File: config.mk
export PLATFORM = sky130hd
export DESIGN_NAME = tw_codec_master
export DESIGN_NICKNAME = d
export VERILOG_FILES = /design/src/rtl/tw_codec_master.sv
export SDC_FILE = /design/constraint.sdc
export NUM_CORES = 1
export LEC_CHECK = 0
export BUFFER_PORTS_ARGS = -buffer_cell sky130_fd_sc_hd__buf_2
export CORE_MARGIN = 2
export CORE_UTILIZATION = 58
export CTS_CLUSTER_SIZE = 20
export DETAILED_ROUTE_END_ITERATION = 10
export PLACE_DENSITY = 0.79
export SYNTH_ARGS = -nofsm -noshare
export SYNTH_HDL_FRONTEND = slang
export SYNTH_SLANG_ARGS = --single-unit
File: constraint.sdc
create_clock -name clk -period 2.55 [get_ports clk]
set_input_delay 0.765 -clock clk [delete_from_list [all_inputs] [get_ports clk]]
set_output_delay 0.765 -clock clk [all_outputs]
set_load 0.03 [all_outputs]
File: src/rtl/tw_codec_master.sv
module tw_codec_master #(
  parameter int          BIT_CLKS    = 250,
  parameter logic [7:0]  ADDR_STATUS = 8'h16,
  parameter logic [7:0]  ADDR_DATA0  = 8'h14,
  parameter logic [7:0]  ADDR_DATA1  = 8'h15
) (
  input  logic       clk,
  input  logic       rst_n,
  input  logic       cmd_valid,
  output logic       cmd_ready,
  input  logic [1:0] cmd_kind,
  input  logic [7:0] cmd_byte,
  input  logic [2:0] cmd_ext,
  output logic       busy,
  output logic       done,
  output logic       ctl_mode,
  output logic       ctl_clk,
  output logic       ctl_data
);
  localparam int CW = (BIT_CLKS > 1) ? $clog2(BIT_CLKS) : 1;
  localparam logic [CW-1:0] CNT_LAST = CW'(BIT_CLKS - 1);

  typedef enum logic [1:0] {S_IDLE, S_LEAD, S_LOW, S_HIGH} st_t;

  st_t           st;
  logic [CW-1:0] cnt;
  logic [2:0]    bit_i;
  logic [1:0]    left;
  logic [7:0]    sr, nxt0, nxt1;
  logic [7:0]    addr_sel;

  wire take   = cmd_valid && cmd_ready;
  wire cnt_end = (cnt == '0);

  assign busy      = (st != S_IDLE);
  assign cmd_ready = !busy;

  always_comb begin
    case (cmd_kind)
      2'd0:    addr_sel = ADDR_STATUS;
      2'd2:    addr_sel = ADDR_DATA1;
      default: addr_sel = ADDR_DATA0;
    endcase
  end

  always_ff @(posedge clk) begin
    if (!rst_n) begin
      st       <= S_IDLE;
      cnt      <= '0;
      bit_i    <= '0;
      left     <= '0;
      sr       <= '0;
      nxt0     <= '0;
      nxt1     <= '0;
      done     <= 1'b0;
      ctl_mode <= 1'b1;
      ctl_clk  <= 1'b1;
      ctl_data <= 1'b0;
    end else begin
      done <= 1'b0;
      case (st)
        S_IDLE: if (take) begin
          st       <= S_LEAD;
          cnt      <= CNT_LAST;
          bit_i    <= '0;
          sr       <= addr_sel;
          ctl_mode <= 1'b0;
          if (cmd_kind == 2'd3) begin
            nxt0 <= 8'hC0 | {5'b0, cmd_ext};
            nxt1 <= 8'hE0 | cmd_byte;
            left <= 2'd2;
          end else begin
            nxt0 <= cmd_byte;
            nxt1 <= '0;
            left <= 2'd1;
          end
        end
        S_LEAD: begin
          if (cnt_end) begin
            st       <= S_LOW;
            cnt      <= CNT_LAST;
            ctl_clk  <= 1'b0;
            ctl_data <= sr[0];
          end else cnt <= cnt - 1'b1;
        end
        S_LOW: begin
          if (cnt_end) begin
            st      <= S_HIGH;
            cnt     <= CNT_LAST;
            ctl_clk <= 1'b1;
          end else cnt <= cnt - 1'b1;
        end
        S_HIGH: begin
          if (!cnt_end) cnt <= cnt - 1'b1;
          else if (bit_i != 3'd7) begin
            st       <= S_LOW;
            cnt      <= CNT_LAST;
            bit_i    <= bit_i + 1'b1;
            sr       <= sr >> 1;
            ctl_clk  <= 1'b0;
            ctl_data <= sr[1];
          end else if (left != 2'd0) begin
            st       <= S_LEAD;
            cnt      <= CNT_LAST;
            bit_i    <= '0;
            sr       <= nxt0;
            nxt0     <= nxt1;
            left     <= left - 1'b1;
            ctl_mode <= 1'b1;
          end else begin
            st       <= S_IDLE;
            done     <= 1'b1;
            ctl_mode <= 1'b1;
          end
        end
        default: st <= S_IDLE;
      endcase
    end
  end
endmodule


* Word level (Yosys, flattened, before mapping)
Index checks and enable logic that the tools add are counted. Widths: inputs -> output; s select.
Cells by class: add/subtract/negate cells 3, equality and inequality tests 15, mux-type cells 51, bitwise operators 3, reductions and logical operators 20
Operators with widths (count):
- $mux 8 | 15
- $pmux 8 s2 | 2
- $pmux 8 s3 | 1
- $mux 2 | 10
- $reduce_and 4->1 | 4
- $ne 2x2->1 const B | 7
- $mux 1 | 12
- $mux 3 | 4
- $reduce_and 5->1 | 2
- $eq 2x2->1 const B | 4
- $logic_not 8->1 | 1
- $pmux 2 s2 | 2
- $pmux 2 s4 | 1
- $reduce_bool 2->1 | 4
- $sub 8x1->8 const B | 1
- $ne 3x3->1 const B | 2
- $pmux 3 s2 | 1
- $logic_not 2->1 | 2
- $ne 4x4->1 const B | 1
- $pmux 1 s2 | 2
- $reduce_and 2->1 | 2
- $reduce_or 4->1 | 1
- $add 3x1->3 const B | 1
- $not 1->1 | 3
- 7 further kinds | 7
Word-level totals: register bits after elaboration 43, input bits 16, output and inout port bits 6

* Longest topological paths before layout
depth in word-level cells 5, gate-level depth with buffers 8, mapped depth without buffers 6

* Least setup slack after synthesis
Ideal clock, no wire load.
path type reg2reg, start register st[0], end register cnt[6], setup time 0.092 ns, arrival time 2.092 ns, path slack 0.366 ns, cell stages (with the launch flop) 6, buffers on the path 0, period minus slack after synthesis 2.184 ns, path through dfxtp_1 > nor2_1 > clkinv_1 > o32a_1 > nor4b_1 > o32ai_1
Between the ends: longest elaborated chain between the ends 5, elaborated cells on any way between the ends 12, those cells by class 5 x eq/ne; 1 x mux; 6 x reduce/logical
Ends and longest elaborated chain:
- from (decl) | line 25 | st_t st;
- from (signal assigned) | line 48 | st <= S_IDLE;
- from (signal assigned) | line 63 | st <= S_LEAD;
- from (signal assigned) | line 80 | st <= S_LOW;
- $reduce_bool 2->1 | line 35 | assign busy = (st != S_IDLE);
- $logic_not 1->1 | line 36 | assign cmd_ready = !busy;
- via cmd_ready | line 10 | output logic cmd_ready,
- $logic_and 1x1->1 | line 32 | wire take = cmd_valid && cmd_ready;
- $ne 2x2->1 (no source line)
- $reduce_and 2->1 (no source line)
- to (signal assigned) | line 84 | end else cnt <= cnt - 1'b1;
- to (signal assigned) | line 91 | end else cnt <= cnt - 1'b1;
- to (signal assigned) | line 94 | if (!cnt_end) cnt <= cnt - 1'b1;
- to (decl) | line 26 | logic [CW-1:0] cnt;
The timed path passes the listed nets, and every way through them passes these cells. A chain may end at the register's enable or synchronous reset.

* Final worst setup path
start register st[0], end output port busy
Between the ends: longest elaborated chain between the ends 1
Ends and longest elaborated chain:
- $reduce_bool 2->1 | line 35
- to (decl) | line 14 | output logic busy,
No other way between the ends.

==> flow_summary.yaml <==
sta:
  hold_viol: 0
  drv_slew: 0
  setup_viol: 0
  max_freq_ghz: 0.423
  fin_crit_sh: 0.927
  rsz0062_at_grt: "false"
  setup-tns-final_ns: 0
  finalCriticalPeriod_ns: 2.36
  worst_pin_slew_ns: 0.592
  skew_ns: 0.00928
  relSlewSlack: 0.602
outcome:
  outcome: "complete, no violations"
power_and_ir_drop:
  sw_frac_of_total: 0.288
  internal_power_w: 0.00110
  power.leakage_nw: 0.878
  ir_drop_mv: 0.426
  power_frac_clock: 0.339
  comb_power_share: 0.187
  p_sw_w: 0.000446
  p_seq_frac: 0.474
  powerDensity_mw_per_mm2: 675
die:
  die_w_microns: 63.6
  rows: 21
  core_area_sq_mm: 0.00336
  ioPinCount: 22
  die_h_microns: 63.6
  die_area_sq_mm: 0.00405
  initial_core_util: 0.613
cts:
  clockRootBuffer: "clkbuf_4"
  numCtsBuffers: 5
  cts-htree-levels: 2
  cts_max_path_buffers: 2
  cts_sinks: 41
  clock_latency_ns: 0.36
  cts_tree: "done"
  clkTransAtPathRegs_ns: 0.13
min_path:
  hold_path.class: "reg -> reg"
  hold_depth: 2
  hold_start: "nxt1[1]"
  holdPathEnd: "nxt1[1]"
place:
  postPlaceCellArea_sq_mm: 0.00219
  port_buffers: 21
  dp.cells: 302
  place_congestion: 0.838
  hpwlAfterDp_microns: 3190
yosys:
  syn_avg_cell_area_sq_um: 8.34
  yosys_warnings: 0
  syn_nets: 268
  synth-main-ff-cell: "dfxtp_1"
  ys_seq_area_frac: 0.398
  async_reset_ff_frac: 0
  ys_types: 49
  synth_area_sq_mm: 0.00206
  synthCells: 247
  synth_edf_count: 0
  synth_seq_cells: 41
setup_path:
  cp-end-kind: "output port"
  arrival_ns: 1.60
  rrSetupSlack_ns: 0.33
  setup.worst_path.class: "reg -> out"
  rr_worst_depth: 6
  critPathMaxFanout: 13
  cp-startpoint: "st[0]"
  worstSetupStartpointType: "flip-flop"
  reg2reg_to: "nxt0[4]"
  r2r_start: "cnt[0]"
  required_ns: 1.79
route:
  wl_per_cell_microns: 14.5
  firstDrtPassIters: 4
  num_vias: 1857
  wl_microns: 4490
  drc_errors: 0
  antenna_left: 0
  drt_iter0_markers: 106
  viasPerCell: 5.99
grt:
  antenna_found_initial: 0
  grt_pass1_wl_microns: 7870
  grt_pass1_vias: 1727
  overflow: 0
  grt_max_degree: 36
  grtUsageTotal: 0.245
flow_run:
  max_cap_viol_count: 0
final_layout:
  nets: 284
  stdcell_count: 310
  num_antenna_cells: 0
  drive_above_1_share: 0.186
  areaGrowthSynthToFinish_pct: 11.4
  design_area_sq_mm: 0.00229
  final_util: 0.682
==> what timing repair did <==
action / CTS / global route
resized for setup: 0 / 1
buffers inserted: 0 / 0
hold buffers: 0 / 0
endpoints found under the setup margin: 0 / 1
==> registers in the layout (all words and copies together) (netlist names) <==
signal,count
bit_i,3
cnt,8
ctl_clk,1
ctl_data,1
ctl_mode,1
done,1
left,2
nxt0,8
nxt1,6
sr,8
st,2
==> cell usage in the layout, fill, tap and decap left out, types with 4 or more instances in the layout <==
cell type / count
nor2_1: 17
nor3_1: 9
o21ai_0: 15
nor3b_1: 4
clkbuf_4: 5
nand2_1: 31
a21oi_1: 13
nand3_1: 11
dfxtp_1: 41
buf_4: 7
nand4_1: 12
mux2i_1: 6
inv_1: 8
buf_2: 21
o31ai_1: 5
ha_1: 5
==> cells by family after synthesis <==
| logic type | synth area share |
|---|---|
| AOI/OAI and AO/OA | 0.230 |
| DFF | 0.398 |
| buffers and inverters | 0.0583 |
| and+or+nand+nor | 0.243 |
| adders and majority gates | 0.0304 |
| muxes | 0.0401 |
==> power by group through the flow <==
stage	Clock, W	Sequential [W]	Combinational (W)
floorplan	0	0.000735	0.000233
global placement	0	0.000745	0.000285
detailed placement	0	0.000747	0.000287
CTS	0.000532	0.000732	0.000289
global route	0.000549	0.000742	0.000329
finish	0.000525	0.000733	0.000290
==> metrics by stage <==
step | worst slack (ns) | hold WS (ns) | power [W]
after floorplan | 0.366 | 0.429 | 0.000968
after global placement | 0.309 | 0.440 | 0.00103
after detailed placement | 0.246 | 0.443 | 0.00103
after CTS | 0.106 | 0.461 | 0.00155
after global routing | 0.0939 | 0.486 | 0.00162
final | 0.186 | 0.459 | 0.00155
==> cells in the mapped netlist, types with 2 or more instances <==
master / count / share of area
inv_1: 8 / 0.015
nand2_1: 31 / 0.056
and3_1: 2 / 0.0061
nand3_1: 11 / 0.027
o221a_2: 2 / 0.011
nand4_1: 12 / 0.036
nor3b_1: 4 / 0.015
o21ai_0: 15 / 0.036
a21oi_1: 13 / 0.032
clkbuf_1: 14 / 0.026
dfxtp_1: 41 / 0.40
o32ai_1: 2 / 0.0085
a31o_2: 2 / 0.0085
mux2_2: 2 / 0.011
buf_1: 3 / 0.0055
o22ai_1: 3 / 0.0091
nor2_1: 18 / 0.033
a311oi_1: 2 / 0.0085
or4_1: 2 / 0.0073
or3b_2: 2 / 0.0085
a221oi_1: 3 / 0.013
nor3_1: 9 / 0.022
mux2i_1: 6 / 0.029
a211oi_1: 3 / 0.011
buf_6: 2 / 0.011
o31ai_1: 5 / 0.018
and2_1: 2 / 0.0061
ha_1: 5 / 0.030
o211ai_1: 3 / 0.011
==> critical path: stages (launching register included) <==
cell      delay [ns]
dfxtp_1         0.45
nor2_2          0.26
clkinv_1        0.27
buf_2           0.26
==> layer usage <==
layer | up-vias | GRT usage | share of wire
li1 | 952 | - | -
met1 | 854 | 0.316 | 0.48
met2 | 45 | 0.397 | 0.47
met3 | 6 | 0.0607 | 0.043
met4 | 0 | 0.0897 | 0.013
met5 | - | 0 | 0
==> cell type report <==
class                   instances  area (sq um)
clock buffers                   5          37.5
flip-flops and latches         41           821
repair buffers                 28           158
clock inverters                 3          65.1
multi-input cells             178          1120
fillers                       317          1070
well taps                      46          57.6
inverters                       9          33.8
==> worst max-delay path by stage <==
stage               endpoint  slack (ns)  cells past startpoint
floorplan             cnt[6]        0.37                      5
global placement     nxt0[4]        0.31                      5
detailed placement   nxt0[4]        0.25                      5
CTS                     busy        0.11                      3
global route            busy        0.09                      3
finish                  busy        0.19                      3
No activity file was read; power rests on OpenSTA's default activity.
